File: src/rtl/lp_irq_pkg.sv
package lp_irq_pkg;

    localparam int SRC_ID_W = 12;
    localparam int BYTE_W   = 8;
    localparam int NL_W     = 4;

    typedef logic [BYTE_W-1:0]   byte_t;
    typedef logic [SRC_ID_W-1:0] src_id_t;
    typedef logic [NL_W-1:0]     nl_t;

    // Compare key: valid is most significant so a plain magnitude compare
    // ranks valid over invalid, then level, then priority, then index.
    typedef struct packed {
        logic    vld;
        byte_t   lvl;
        byte_t   pri;
        src_id_t id;
    } arb_key_t;

    function automatic arb_key_t key_max(arb_key_t a, arb_key_t b);
        return (a > b) ? a : b;
    endfunction

    function automatic int nl_cap(nl_t nl);
        return (int'(nl) > BYTE_W) ? BYTE_W : int'(nl);
    endfunction

    // Level: top n implemented bits kept in place, all else reads 1.
    function automatic byte_t decode_level(byte_t ctl, nl_t nl, int impl);
        byte_t res;
        int    n;
        n = nl_cap(nl);
        for (int k = 0; k < BYTE_W; k++) begin
            if (k < n && k < impl)
                res[BYTE_W-1-k] = ctl[BYTE_W-1-k];
            else
                res[BYTE_W-1-k] = 1'b1;
        end
        return res;
    endfunction

    // Priority: implemented bits below the level field, moved to the top.
    function automatic byte_t decode_prio(byte_t ctl, nl_t nl, int impl);
        byte_t res;
        int    n;
        int    src;
        n = nl_cap(nl);
        for (int k = 0; k < BYTE_W; k++) begin
            src = k + n;
            if (src < impl)
                res[BYTE_W-1-k] = ctl[BYTE_W-1-src];
            else
                res[BYTE_W-1-k] = 1'b1;
        end
        return res;
    endfunction

endpackage

File: src/rtl/lp_ctl_decode.sv
module lp_ctl_decode
    import lp_irq_pkg::*;
#(
    parameter int CTL_BITS = 6,
    parameter int SRC_IDX  = 0
) (
    input  logic     req_i,
    input  byte_t    ctl_i,
    input  nl_t      nl_i,
    output arb_key_t key_o
);
    localparam src_id_t MY_ID = src_id_t'(SRC_IDX);

    always_comb begin
        key_o = '0;
        if (req_i) begin
            key_o.vld = 1'b1;
            key_o.lvl = decode_level(ctl_i, nl_i, CTL_BITS);
            key_o.pri = decode_prio(ctl_i, nl_i, CTL_BITS);
            key_o.id  = MY_ID;
        end
    end
endmodule

File: src/rtl/lp_key_tree.sv
module lp_key_tree
    import lp_irq_pkg::*;
#(
    parameter int N_LEAF = 16
) (
    input  arb_key_t leaf_i [N_LEAF],
    output arb_key_t win_o
);
    localparam int DEPTH  = (N_LEAF > 1) ? $clog2(N_LEAF) : 0;
    localparam int PAD    = 1 << DEPTH;
    localparam int NODES  = 2 * PAD - 1;
    localparam int FIRST  = PAD - 1;

    arb_key_t node [NODES];

    genvar j;
    generate
        for (j = 0; j < PAD; j++) begin : g_leaf
            if (j < N_LEAF) begin : g_real
                assign node[FIRST + j] = leaf_i[j];
            end else begin : g_pad
                assign node[FIRST + j] = '0;
            end
        end
        if (PAD > 1) begin : g_inner
            for (j = 0; j < FIRST; j++) begin : g_node
                assign node[j] = key_max(node[2*j+1], node[2*j+2]);
            end
        end
    endgenerate

    assign win_o = node[0];
endmodule

File: src/rtl/lp_irq_stage.sv
module lp_irq_stage
    import lp_irq_pkg::*;
#(
    parameter int ID_W = 4
) (
    input  logic            clk,
    input  logic            rst,
    input  arb_key_t        win_i,
    input  byte_t           thresh_i,
    output logic            irq_o,
    output logic [ID_W-1:0] id_o,
    output byte_t           lvl_o,
    output byte_t           pri_o
);
    logic irq_d;
    assign irq_d = win_i.vld && (win_i.lvl > thresh_i);

    always_ff @(posedge clk) begin
        if (rst) begin
            irq_o <= 1'b0;
            id_o  <= '0;
            lvl_o <= '0;
            pri_o <= '0;
        end else if (win_i.vld) begin
            irq_o <= irq_d;
            id_o  <= win_i.id[ID_W-1:0];
            lvl_o <= win_i.lvl;
            pri_o <= win_i.pri;
        end else begin
            irq_o <= 1'b0;
            id_o  <= '0;
            lvl_o <= '0;
            pri_o <= '0;
        end
    end
endmodule

File: src/rtl/lp_irq_arbiter.sv
module lp_irq_arbiter
    import lp_irq_pkg::*;
#(
    parameter int N_SRC    = 16,
    parameter int CTL_BITS = 6,
    localparam int IDW     = (N_SRC > 1) ? $clog2(N_SRC) : 1
) (
    input  logic               clk,
    input  logic               rst,
    input  logic [N_SRC-1:0]   req_i,
    input  logic [8*N_SRC-1:0] ctl_i,
    input  logic [3:0]         nl_i,
    input  logic [7:0]         thresh_i,
    output logic               irq_o,
    output logic [IDW-1:0]     win_id_o,
    output logic [7:0]         win_lvl_o,
    output logic [7:0]         win_pri_o
);
    arb_key_t keys [N_SRC];
    arb_key_t win;

    genvar i;
    generate
        for (i = 0; i < N_SRC; i++) begin : g_src
            lp_ctl_decode #(
                .CTL_BITS (CTL_BITS),
                .SRC_IDX  (i)
            ) dec_i (
                .req_i (req_i[i]),
                .ctl_i (ctl_i[8*i +: 8]),
                .nl_i  (nl_i),
                .key_o (keys[i])
            );
        end
    endgenerate

    lp_key_tree #(.N_LEAF(N_SRC)) tree_i (
        .leaf_i (keys),
        .win_o  (win)
    );

    lp_irq_stage #(.ID_W(IDW)) stage_i (
        .clk      (clk),
        .rst      (rst),
        .win_i    (win),
        .thresh_i (thresh_i),
        .irq_o    (irq_o),
        .id_o     (win_id_o),
        .lvl_o    (win_lvl_o),
        .pri_o    (win_pri_o)
    );
endmodule

File: config.mk
export PLATFORM = sky130hd
export DESIGN_NAME = lp_irq_arbiter
export DESIGN_NICKNAME = d
export VERILOG_FILES = /design/src/rtl/lp_irq_pkg.sv /design/src/rtl/lp_ctl_decode.sv /design/src/rtl/lp_key_tree.sv /design/src/rtl/lp_irq_stage.sv /design/src/rtl/lp_irq_arbiter.sv
export SDC_FILE = /design/constraint.sdc
export NUM_CORES = 1
export LEC_CHECK = 0
export ABC_CLOCK_PERIOD_IN_PS = 39700
export BUFFER_PORTS_ARGS = -buffer_cell sky130_fd_sc_hd__buf_4
export CAP_MARGIN = 5
export CORE_MARGIN = 5
export CORE_UTILIZATION = 45
export CTS_BUF_LIST = sky130_fd_sc_hd__clkbuf_8
export DETAILED_ROUTE_END_ITERATION = 16
export SETUP_SLACK_MARGIN = 0.1
export SYNTH_ARGS = -nofsm -noshare
export SYNTH_HDL_FRONTEND = slang
export SYNTH_SLANG_ARGS = --single-unit
export TNS_END_PERCENT = 5
File: constraint.sdc
create_clock -name clk -period 39.7 [get_ports clk]
set_input_delay 3.97 -clock clk [delete_from_list [all_inputs] [get_ports clk]]
set_output_delay 3.97 -clock clk [all_outputs]
set_load 0.02 [all_outputs]
==> run_summary.xml <==
<?xml version="1.0" encoding="UTF-8"?>
<metrics>
  <group name="timing">
    <metric name="endpoints_failing_setup" unit="">0</metric>
    <metric name="rsz0062_at_grt" unit="">no</metric>
    <metric name="worst_hold_slack" unit="ps">3880</metric>
    <metric name="post-route-worst-setup-slack" unit="ps">21860</metric>
    <metric name="final-max-slew-violation-count" unit="">0</metric>
    <metric name="final-hold-violation-count" unit="">0</metric>
    <metric name="tightest_slew" unit="ps">1170</metric>
    <metric name="setup_total_negative_slack" unit="ps">0</metric>
    <metric name="finalCriticalPeriod" unit="ps">17840</metric>
    <metric name="clock.fmax" unit="MHz">56.0</metric>
    <metric name="timing.slew.headroom" unit="%">22.1</metric>
    <metric name="final_period_util" unit="%">44.9</metric>
  </group>
  <group name="floorplanning">
    <metric name="ios" unit="">179</metric>
    <metric name="die_area" unit="sq mm">0.0369</metric>
    <metric name="die_height" unit="um">192</metric>
    <metric name="rows" unit="">66</metric>
    <metric name="start_util" unit="%">45.7</metric>
    <metric name="floorplan.die.width" unit="um">192</metric>
    <metric name="core-area" unit="sq mm">0.0326</metric>
  </group>
  <group name="route">
    <metric name="initial_detailed_routing_violation_count" unit="">1581</metric>
    <metric name="detail_route.vias_per_cell" unit="">6.34</metric>
    <metric name="drt_pass1_iterations" unit="">6</metric>
    <metric name="wl_per_cell" unit="um">23.9</metric>
    <metric name="drc" unit="">0</metric>
    <metric name="ant_nets" unit="">0</metric>
    <metric name="vias" unit="">16300</metric>
    <metric name="drt-total-wl" unit="um">61500</metric>
  </group>
  <group name="hold_path">
    <metric name="hold_path_class" unit="">in -&gt; reg</metric>
    <metric name="hold-path-cell-count" unit="">2</metric>
    <metric name="hold_path_startpoint" unit="">rst</metric>
    <metric name="hold_path_end" unit="">stage_i.id_o[3]</metric>
  </group>
  <group name="clock_tree">
    <metric name="cts.hold.buffers_added" unit="">0</metric>
    <metric name="post-cts-setup-buffer-count" unit="">0</metric>
    <metric name="numClockSinks" unit="">20</metric>
    <metric name="cts.root.buffer_cell" unit="">sky130_fd_sc_hd__clkbuf_8</metric>
    <metric name="cts_buffer_depth" unit="">2</metric>
    <metric name="cts_repair_resize_count" unit="">0</metric>
    <metric name="clk_pin_slew" unit="ps">70</metric>
    <metric name="cts_tree" unit="">built</metric>
    <metric name="cts.htree.levels" unit="">1</metric>
    <metric name="cts-buffers-inserted" unit="">3</metric>
  </group>
  <group name="logic_synthesis">
    <metric name="dominant_combinational_cell_family_by_area_after_synthesis" unit="">multiplexers</metric>
    <metric name="synth_async_sr_flop_share" unit="%">0</metric>
    <metric name="synth.area.mux_share" unit="%">25.3</metric>
    <metric name="synth_commonest_cells" unit="">sky130_fd_sc_hd__ha_1, sky130_fd_sc_hd__mux2i_1, sky130_fd_sc_hd__nand2_1, sky130_fd_sc_hd__inv_1, sky130_fd_sc_hd__o21ai_0</metric>
    <metric name="synth_seq_cells" unit="">20</metric>
    <metric name="yosysTopAreaCell" unit="">sky130_fd_sc_hd__ha_1</metric>
    <metric name="synth_xor_area_share" unit="%">0.403</metric>
    <metric name="synth_flop_cell" unit="">sky130_fd_sc_hd__dfxtp_1</metric>
    <metric name="synth_compound_gate_area_share" unit="%">23.8</metric>
    <metric name="synth_simple_gate_area_share" unit="%">16.5</metric>
    <metric name="post-synth-top-count-cell" unit="">sky130_fd_sc_hd__ha_1</metric>
    <metric name="post-synth-top-area-fraction" unit="%">22.0</metric>
    <metric name="synth.yosys.seq_area_share" unit="%">2.69</metric>
    <metric name="synth_cell_types" unit="">83</metric>
    <metric name="yosys.area_share.adder" unit="%">22.0</metric>
    <metric name="synthCells" unit="">2039</metric>
    <metric name="synth.net_count" unit="">2459</metric>
    <metric name="post_synth_instance_area" unit="sq mm">0.0149</metric>
    <metric name="synth_warnings" unit="">0</metric>
    <metric name="leading_post_synthesis_cells_by_cell_area" unit="">sky130_fd_sc_hd__ha_1, sky130_fd_sc_hd__mux2i_1, sky130_fd_sc_hd__nand2_1</metric>
    <metric name="synth.avg_cell_area" unit="sq um">7.31</metric>
    <metric name="number_of_flops_mapped_to_enable_cells_by_yosys" unit="">0</metric>
  </group>
  <group name="power">
    <metric name="peakVddDrop" unit="mV">0.0369</metric>
    <metric name="power.internal" unit="uW">305</metric>
    <metric name="p_leak" unit="uW">0.00874</metric>
    <metric name="p_comb_share" unit="%">94.2</metric>
    <metric name="power_per_cell_area" unit="mW/mm^2">44.3</metric>
    <metric name="power_frac_seq" unit="%">3.7</metric>
    <metric name="switching_power" unit="uW">432</metric>
    <metric name="clockPowerShare" unit="%">2.1</metric>
    <metric name="swShare" unit="%">58.6</metric>
  </group>
  <group name="global_routing">
    <metric name="grt.total_usage" unit="%">32.3</metric>
    <metric name="globalRouteOverflowTotal" unit="">0</metric>
    <metric name="vias_in_the_first_global_route" unit="">16000</metric>
    <metric name="grt_pass1_wl" unit="um">93300</metric>
    <metric name="grt_antenna_before_repair" unit="">0</metric>
    <metric name="grt_max_degree" unit="">69</metric>
  </group>
  <group name="critical_path">
    <metric name="timing.critical_path.slowest_stage_cell" unit="">sky130_fd_sc_hd__xnor2_2</metric>
    <metric name="setup.worst_path.end_class" unit="">flip-flop</metric>
    <metric name="critPathMostFrequentCell" unit="">sky130_fd_sc_hd__o21ai_0</metric>
    <metric name="path_class" unit="">in -&gt; reg</metric>
    <metric name="crit_buf_inv" unit="">10</metric>
    <metric name="critPathMaxStageDelay" unit="ps">810</metric>
    <metric name="family_of_cells_with_the_greatest_summed_delay_on_the_critical_path" unit="">compound AO/OA/AOI/OAI gates</metric>
    <metric name="critPathArrivalTime" unit="ps">17970</metric>
    <metric name="crit_path_max_fo" unit="">28</metric>
    <metric name="worstPathRequired" unit="ps">39830</metric>
    <metric name="critical_path.startpoint_type" unit="">input pin</metric>
  </group>
  <group name="layout">
    <metric name="post-route-cell-area" unit="sq mm">0.0166</metric>
    <metric name="antenna_cells_inserted" unit="">0</metric>
    <metric name="area_growth" unit="%">11.5</metric>
    <metric name="drive_gt1_share" unit="%">16.5</metric>
    <metric name="nNetsFinal" unit="">2553</metric>
    <metric name="n_fill_cell" unit="">3293</metric>
  </group>
  <group name="status">
    <metric name="status" unit="">completed</metric>
  </group>
  <group name="run">
    <metric name="cap_violations" unit="">0</metric>
  </group>
  <group name="place">
    <metric name="dp_hpwl" unit="um">50000</metric>
    <metric name="placement.cell_area" unit="sq mm">0.0166</metric>
    <metric name="routabilityCongestion" unit="">1.03</metric>
    <metric name="place_worst_setup_slack" unit="ps">21850</metric>
    <metric name="port_buffers" unit="">178</metric>
  </group>
</metrics>
metrics by stage:
stage	total power (uW)	utilization, %	cells
6_report	736	50.9	2574
5_1_grt	810	50.9	2574
4_1_cts	727	50.9	2574
3_5_place_dp	708	50.8	2570
3_3_place_gp	705	50.8	2570
2_1_floorplan	532	-	2039
cell families (layout without fill, tap and decap cells):
kind of cell	Yosys count	count (layout)
flops	20	20
simple gates	526	526
fa+ha+maj	262	262
mux	330	330
buf+inv	347	440
compound gates	548	548
xor+xnor	6	6
cells in the final DEF (no fill, tap or decap), drive strengths merged, types with 10 or more instances in the layout:
master / synthesis / layout
o21ai: 166 / 166
o211ai: 11 / 11
mux2i: 242 / 242
and3: 12 / 12
mux2: 56 / 56
ha: 262 / 262
mux4: 32 / 32
a21oi: 122 / 122
nand4: 32 / 32
nor2b: 16 / 16
a31oi: 68 / 68
a21o: 44 / 44
nand3: 56 / 56
a31o: 11 / 11
nor3: 17 / 17
inv: 225 / 225
nor2: 96 / 96
a211oi: 35 / 35
nand2: 234 / 234
buf: 52 / 204
o21a: 12 / 12
nand2b: 12 / 12
dfxtp: 20 / 20
o221ai: 10 / 10
and2: 15 / 15
layout make-up:
class / count / area, sq um / area share (%)
inverter: 232 / 871 / 5.24
clock buffer: 4 / 55.1 / 0.331
sequential: 20 / 400 / 2.41
multi-input combinational: 1672 / 13200 / 79.5
timing repair buffer: 204 / 1530 / 9.22
tap: 442 / 553 / 3.33
routing by layer:
| layer | vias up | GRT usage [%] | part of all wire, % |
|---|---|---|---|
| li1 | 7649 | - | - |
| met1 | 7656 | 42.6 | 42 |
| met2 | 849 | 54.5 | 45 |
| met3 | 171 | 3.87 | 8.0 |
| met4 | 0 | 11.1 | 4.5 |
| met5 | - | 0 | 0 |
power by group through the flow:
stage	registers [uW]	clock network (uW)	logic, uW
6_report	27.0	15.5	694
3_5_place_dp	27.4	0	680
2_1_floorplan	31.5	0	501
4_1_cts	27.0	16.0	684
5_1_grt	27.3	16.6	767
3_3_place_gp	27.4	0	678
state kept, by name, summed over array words and instances (netlist names):
| signal | count |
|---|---|
| stage_i.pri_o | 8 |
| stage_i.lvl_o | 7 |
| stage_i.id_o | 4 |
| stage_i.irq_o | 1 |
how the worst max path moves through the flow:
| stage | endpoint | cells after the start | from |
|---|---|---|---|
| after floorplan | stage_i.irq_o | 65 | nl_i[3] |
| after global placement | stage_i.irq_o | 55 | nl_i[1] |
| after detailed placement | stage_i.irq_o | 58 | nl_i[3] |
| after CTS | stage_i.irq_o | 58 | nl_i[3] |
| after global routing | stage_i.irq_o | 57 | nl_i[3] |
| final | stage_i.irq_o | 58 | nl_i[3] |
Power figures use the tool's default switching activity.
